==> src/rtl/remap_pkg.sv <==
package remap_pkg;
    localparam int AW        = 32;
    localparam int NUM_PAIRS = 4;

    typedef enum logic [2:0] {
        RG_NONE   = 3'd0,
        RG_FLASH1 = 3'd1,
        RG_FLASH2 = 3'd2,
        RG_SDRAM1 = 3'd3,
        RG_SDRAM2 = 3'd4,
        RG_NOR    = 3'd5
    } region_e;

    // Window pairs: side A and side B exchange when the pair's swap is on.
    localparam logic [AW-1:0] PAIR_BASE_A [NUM_PAIRS] =
        '{32'h6000_0000, 32'h7000_0000, 32'h0800_0000, 32'h0020_0000};
    localparam logic [AW-1:0] PAIR_BASE_B [NUM_PAIRS] =
        '{32'hC000_0000, 32'hD000_0000, 32'h0810_0000, 32'h0030_0000};
    localparam int PAIR_WIN_LOG2 [NUM_PAIRS] = '{28, 28, 20, 20};
    localparam bit PAIR_IS_FLASH [NUM_PAIRS] = '{1'b0, 1'b0, 1'b1, 1'b1};
    localparam region_e PAIR_REG_A [NUM_PAIRS] = '{RG_NOR,    RG_NONE,   RG_FLASH1, RG_FLASH1};
    localparam region_e PAIR_REG_B [NUM_PAIRS] = '{RG_SDRAM1, RG_SDRAM2, RG_FLASH2, RG_FLASH2};

    localparam int FLASH_WIN_LOG2 = 20;

    // Field positions inside the configuration word
    localparam int EXT_SWAP_LSB = 10;
    localparam int FLASH_SWAP_BIT = 8;
    localparam int BOOT_BIT = 0;

    typedef struct packed {
        logic [1:0] ext_code;
        logic       flash_swap;
        logic       boot;
        logic       armed;
    } cfg_state_t;
endpackage

==> src/rtl/remap_cfg_reg.sv <==
module remap_cfg_reg
    import remap_pkg::*;
#(
    parameter int CFG_AW = 8
) (
    input  logic              clk,
    input  logic              rst_n,
    input  logic              boot_sel_i,
    input  logic              cfg_we_i,
    input  logic [CFG_AW-1:0] cfg_addr_i,
    input  logic [AW-1:0]     cfg_wdata_i,
    output logic [AW-1:0]     cfg_rdata_o,
    output logic              ext_swap_o,
    output logic              flash_swap_o
);
    cfg_state_t state_d, state_q;
    logic       sel_main;

    assign sel_main = (cfg_addr_i == '0);

    always_comb begin
        state_d = state_q;
        if (!state_q.armed) begin
            state_d.boot  = boot_sel_i;
            state_d.armed = 1'b1;
        end
        if (cfg_we_i && sel_main) begin
            state_d.flash_swap = cfg_wdata_i[FLASH_SWAP_BIT];
            if (!cfg_wdata_i[EXT_SWAP_LSB+1])
                state_d.ext_code = cfg_wdata_i[EXT_SWAP_LSB +: 2];
        end
    end

    always_ff @(posedge clk or negedge rst_n) begin
        if (!rst_n) state_q <= '0;
        else        state_q <= state_d;
    end

    always_comb begin
        cfg_rdata_o = '0;
        if (sel_main) begin
            cfg_rdata_o[EXT_SWAP_LSB +: 2]  = state_q.ext_code;
            cfg_rdata_o[FLASH_SWAP_BIT]     = state_q.flash_swap;
            cfg_rdata_o[BOOT_BIT]           = state_q.boot;
        end
    end

    assign ext_swap_o   = (state_q.ext_code == 2'b01);
    assign flash_swap_o = state_q.flash_swap;

    AST_CODE_LEGAL: assert property (@(posedge clk) disable iff (!rst_n)
        !state_q.ext_code[1]);
    AST_FLASH_FOLLOWS: assert property (@(posedge clk) disable iff (!rst_n)
        (cfg_we_i && sel_main) |=> (flash_swap_o == $past(cfg_wdata_i[FLASH_SWAP_BIT])));
    AST_BOOT_HELD: assert property (@(posedge clk) disable iff (!rst_n)
        (state_q.armed && $past(state_q.armed)) |-> $stable(state_q.boot));
    AST_FOREIGN_WRITE: assert property (@(posedge clk) disable iff (!rst_n)
        (cfg_we_i && !sel_main) |=> ($stable(ext_swap_o) && $stable(flash_swap_o)));
endmodule

==> src/rtl/remap_pair.sv <==
module remap_pair
    import remap_pkg::*;
#(
    parameter logic [AW-1:0] BASE_A   = 32'h6000_0000,
    parameter logic [AW-1:0] BASE_B   = 32'hC000_0000,
    parameter int            WIN_LOG2 = 28
) (
    input  logic [AW-1:0] addr_i,
    input  logic          swap_i,
    output logic          hit_o,
    output logic          side_b_o,
    output logic [AW-1:0] addr_o
);
    localparam logic [AW-1:0] LO_MASK = (AW'(1) << WIN_LOG2) - AW'(1);
    localparam logic [AW-1:0] HI_MASK = ~LO_MASK;

    logic in_a, in_b;

    assign in_a     = ((addr_i & HI_MASK) == (BASE_A & HI_MASK));
    assign in_b     = ((addr_i & HI_MASK) == (BASE_B & HI_MASK));
    assign hit_o    = in_a | in_b;
    assign side_b_o = in_b ^ swap_i;
    assign addr_o   = ((side_b_o ? BASE_B : BASE_A) & HI_MASK) | (addr_i & LO_MASK);
endmodule

==> src/rtl/remap_xlate.sv <==
module remap_xlate
    import remap_pkg::*;
(
    input  logic          clk,
    input  logic          rst_n,
    input  logic          ext_swap_i,
    input  logic          flash_swap_i,
    input  logic [AW-1:0] addr_i,
    output logic [AW-1:0] addr_o,
    output region_e       region_o
);
    logic [NUM_PAIRS-1:0] hit, side_b;
    logic [AW-1:0]        pair_addr [NUM_PAIRS];

    for (genvar g = 0; g < NUM_PAIRS; g++) begin : g_pair
        remap_pair #(
            .BASE_A   (PAIR_BASE_A[g]),
            .BASE_B   (PAIR_BASE_B[g]),
            .WIN_LOG2 (PAIR_WIN_LOG2[g])
        ) u_pair (
            .addr_i   (addr_i),
            .swap_i   (PAIR_IS_FLASH[g] ? flash_swap_i : ext_swap_i),
            .hit_o    (hit[g]),
            .side_b_o (side_b[g]),
            .addr_o   (pair_addr[g])
        );
    end

    always_comb begin
        addr_o   = addr_i;
        region_o = RG_NONE;
        for (int i = 0; i < NUM_PAIRS; i++) begin
            if (hit[i]) begin
                addr_o   = pair_addr[i];
                region_o = side_b[i] ? PAIR_REG_B[i] : PAIR_REG_A[i];
            end
        end
    end

    localparam logic [AW-1:0] FLASH_LO = (AW'(1) << FLASH_WIN_LOG2) - AW'(1);

    AST_ONE_WINDOW: assert property (@(posedge clk) disable iff (!rst_n)
        $onehot0(hit));
    AST_PASS_THROUGH: assert property (@(posedge clk) disable iff (!rst_n)
        (hit == '0) |-> (addr_o == addr_i && region_o == RG_NONE));
    AST_FLASH_OFFSET: assert property (@(posedge clk) disable iff (!rst_n)
        (region_o == RG_FLASH1 || region_o == RG_FLASH2) |->
        ((addr_o & FLASH_LO) == (addr_i & FLASH_LO)));
    AST_EXT_TOP_NIBBLE: assert property (@(posedge clk) disable iff (!rst_n)
        (region_o == RG_SDRAM1) |-> (addr_o[31:28] == 4'hC));
endmodule

==> src/rtl/remap_xlat_top.sv <==
module remap_xlat_top
    import remap_pkg::*;
#(
    parameter int CFG_AW = 8
) (
    input  logic              clk,
    input  logic              rst_n,
    input  logic              boot_sel_i,
    input  logic              cfg_we_i,
    input  logic [CFG_AW-1:0] cfg_addr_i,
    input  logic [31:0]       cfg_wdata_i,
    output logic [31:0]       cfg_rdata_o,
    input  logic [31:0]       addr_i,
    output logic [31:0]       addr_o,
    output logic [2:0]        region_o
);
    logic    ext_swap, flash_swap;
    region_e region;

    remap_cfg_reg #(.CFG_AW(CFG_AW)) u_cfg (
        .clk          (clk),
        .rst_n        (rst_n),
        .boot_sel_i   (boot_sel_i),
        .cfg_we_i     (cfg_we_i),
        .cfg_addr_i   (cfg_addr_i),
        .cfg_wdata_i  (cfg_wdata_i),
        .cfg_rdata_o  (cfg_rdata_o),
        .ext_swap_o   (ext_swap),
        .flash_swap_o (flash_swap)
    );

    remap_xlate u_xlate (
        .clk          (clk),
        .rst_n        (rst_n),
        .ext_swap_i   (ext_swap),
        .flash_swap_i (flash_swap),
        .addr_i       (addr_i),
        .addr_o       (addr_o),
        .region_o     (region)
    );

    assign region_o = region;
endmodule

==> config.mk <==
export PLATFORM = sky130hd
export DESIGN_NAME = remap_xlat_top
export DESIGN_NICKNAME = d
export VERILOG_FILES = /design/src/rtl/remap_pkg.sv /design/src/rtl/remap_cfg_reg.sv /design/src/rtl/remap_pair.sv /design/src/rtl/remap_xlate.sv /design/src/rtl/remap_xlat_top.sv
export SDC_FILE = /design/constraint.sdc
export NUM_CORES = 1
export LEC_CHECK = 0
export BUFFER_PORTS_ARGS = -buffer_cell sky130_fd_sc_hd__buf_4
export CAP_MARGIN = 20
export CORE_ASPECT_RATIO = 1.25
export CORE_MARGIN = 1
export CORE_UTILIZATION = 26
export DETAILED_ROUTE_END_ITERATION = 16
export HOLD_SLACK_MARGIN = 0.02
export PLACE_DENSITY = 0.8
export SYNTH_ARGS = -nofsm -noshare
export SYNTH_HDL_FRONTEND = slang
export SYNTH_SLANG_ARGS = --single-unit
==> constraint.sdc <==
create_clock -name clk -period 1.15 [get_ports clk]
set_input_delay 0.0575 -clock clk [delete_from_list [all_inputs] [get_ports clk]]
set_output_delay 0.0575 -clock clk [all_outputs]
set_load 0.1 [all_outputs]
==> out/qor.yml <==
placement:
  place.detailed.instances: 156
  routabilityCongestion: 0.646
  post-dp-hpwl_um: 1480
  pre_cts_slack_ns: -0.283
  io_buffers: 44
synth:
  synthMuxAreaShare_pct: 8.44
  synth_xor_xnor_area_share_pct: 4.46
  synth_area_leaders: "buf_4, dfrtp_1, mux2_2"
  syn_avg_cell_area_um2: 7.94
  post_synth_num_cell_types: 26
  syn_inst: 99
  synth-seq-area-share_pct: 12.7
  post_synthesis_cell_area_um2: 786
  synth-adder-area-share_pct: 0
  top_cell_type_by_total_area_after_synthesis: "buf_4"
  synth_top_family_by_area: "buffers and inverters"
  yosys.area_share.simple_pct: 18.8
  ys_warn_count: 0
  synth_seq_cells: 4
  synth-compound-area-share_pct: 3.50
  synth_top_area_share_pct: 46.8
global_routing:
  first_pass_grt_wire_length_um: 2570
  track_usage_pct: 10.7
  global_route_overflow: 0
  pin_count_of_the_biggest_net_entering_global_routing: 8
  number_of_global_route_vias_before_repair: 601
  number_of_antenna_violations_at_the_first_check_in_global_routing: 0
worst_setup_path:
  critPathMaxStageDelay_ns: 0.37
  critPathArrivalTime_ns: 1.46
  number_of_cells_on_the_critical_path: 4
  cp_max_fo: 4
  critical_path_required_ns: 1.09
  critPathTopFamily: "simple AND/OR/NAND/NOR gates"
  cp_cell_sequence: "nor4b_4 > nand4_1 > xnor2_4 > buf_12"
  path_buf_inv: 1
  timing_worst_setup_path_type: "register to output pin"
  timing.critical_path.from_type: "register"
  worstSetupEndpointType: "output pin"
  worst_path_max_delay_cell: "dfrtp_1"
  worst-r2r-cell-count: 2
floorplanning:
  ios: 143
  die_width_um: 51.2
  design.core.area_um2: 2790
  row_count: 21
  die_span_y_um: 63.5
  die-area_um2: 3250
  initial_cell_density_of_the_core_pct: 28.2
clock_tree:
  cts_num_sinks: 4
  clkLatencyLatePin_ns: 0.23
  tritoncts.num_buffers: 3
  max-clock-path-buffers: 2
  cts_tree: "done"
  worst_setup_hold_path_clk_slew_ns: 0.04
  clock-root-buffer: "clkbuf_4"
  clock_tree.htree_level_count: 1
cells_and_area:
  layout_stage_area_growth_over_the_synthesis_result_pct: 51.6
  antennaDiodeCount: 0
  final_nets: 205
  post-route-util_pct: 42.8
  layout.cells.non_filler: 161
  layout_commonest_cell: "buf_4"
  layout.cells.most_common_list: "buf_4, conb_1, buf_12"
  layout-drive-gt1-share_pct: 59.8
run_status:
  failed_checks: "negative setup slack"
  run_status: "complete, but fails checks"
route:
  routedWlPerCell_um: 10.6
  ant_nets: 0
  dr.pass1.iters: 2
  detailedRoute.firstIterationViolations: 6
  vias: 630
  drt-vias-per-instance: 3.91
  drcViolationCount: 0
  finalWirelength_um: 1700
power_and_ir_drop:
  p_switching_uw: 756
  p_sw_share_pct: 62.9
  intPower_uw: 445
  power.sequential.fraction_pct: 12.9
  combinationalPowerShare_pct: 72.8
  peak_vdd_ir_mv: 0.507
  static-leakage-power_uw: 0.000596
  power_frac_clock_pct: 14.2
  total_power_density_per_cell_area_nw_per_um2: 1010
sta:
  finalHoldViolations: 0
  period_needed_ns: 1.52
  setup_viol_count_final: 7
  max_freq_ghz: 0.657
  finalClockSkew_ns: 0.00238
  finalCritPeriodShare_pct: 132
  finalMaxSlewViolations: 0
  grt_setup_unrepaired: "yes"
  setup_slack_ns: -0.371
flow_run:
  maxCapViolations: 0
min_path:
  hold_path_depth: 2
  worstHoldPathType: "input port to register"
per-stage QoR:
| step | hold slack [ns] | area, um^2 | setup TNS, ns | total power (uW) |
|---|---|---|---|---|
| floorplan | -0.238 | 966 | -0.953 | 1240 |
| global placement | -0.146 | 1020 | -0.877 | 982 |
| detailed placement | -0.144 | 1020 | -0.905 | 986 |
| CTS | 0.0350 | 1180 | -1.76 | 1210 |
| global route | 0.0387 | 1190 | -2.02 | 1250 |
| finish | 0.0409 | 1190 | -1.61 | 1200 |
worst paths after layout:
path / slack, ns / end / start
worst max-delay path: -0.37 / addr_o[20] / u_cfg.flash_swap_o
worst min-delay path: 0.04 / u_cfg.state_q[3] / cfg_wdata_i[10]
worst max register to register: 0.18 / u_cfg.state_q[3] / u_cfg.state_q[3]
worst min register to register: 0.51 / u_cfg.state_q[1] / u_cfg.state_q[0]
max in group asynchronous: 0.88 / u_cfg.state_q[3] / rst_n
min in group asynchronous: 0.16 / u_cfg.state_q[1] / rst_n
power groups by stage:
stage                     combinational [uW]  sequential, uW  clock (uW)
after floorplan                         1080             155           0
after global placement                   826             156           0
after detailed placement                 829             157           0
after CTS                                876             156         182
after global routing                     901             156         192
final                                    875             155         171
worst reg2reg max path, stage by stage (launching register included):
cell	delay [ns]
dfrtp_2	0.44
buf_6	0.13
mux2_1	0.28
cell families (layout without fill, tap and decap cells):
| family | count (synthesis) | count (layout) |
|---|---|---|
| buf+inv | 58 | 58 |
| simple gates | 21 | 21 |
| mux | 6 | 6 |
| compound gates | 4 | 4 |
| xor+xnor | 4 | 4 |
| flops | 4 | 4 |
| other cells | 2 | 30 |
layout make-up:
| type | instances | area [um^2] |
|---|---|---|
| Fill cell | 271 | 1590 |
| Timing Repair Buffer | 55 | 527 |
| Multi-Input combinational cell | 65 | 498 |
| Tap cell | 34 | 42.5 |
| Clock buffer | 3 | 22.5 |
| Sequential cell | 4 | 101 |
metal layers:
metal / global-route usage (%) / up-vias / wire, um
met2: 18.6 / 42 / 914
li1: - / 295 / -
met4: 6.94 / 0 / 46
met5: 0 / - / 0
met3: 3.38 / 10 / 178
met1: 10.5 / 283 / 562
Yosys cell counts:
master	instances
mux2_1	1
nand3_1	1
xnor2_1	1
o21ai_0	2
clkbuf_1	9
dfrtp_1	4
o31ai_1	1
nand2_1	1
a21bo_2	1
nand2b_1	3
nand4_1	2
conb_1	2
and2_1	1
xor2_1	3
mux2i_1	1
mux2_2	4
and3b_1	1
and3_2	3
nor4_2	2
nor2_1	2
nor2b_1	1
nand4b_1	1
buf_4	49
nor4b_1	1
nor3b_1	1
nor4_1	1
flip-flops by register name, indices dropped and copies added, names as in the netlist:
register	cells
u_cfg.flash_swap_o	1
u_cfg.state_q	3
repair_timing:
item | in CTS | in global routing
hold buffers | 1 | 0
pin swaps | 5 | 0
resized for setup | 29 | 2
setup endpoints to repair | 7 | 9
endpoints found under the hold margin | 4 | 0
setup buffers | 1 | 0
Power figures use the tool's default switching activity.
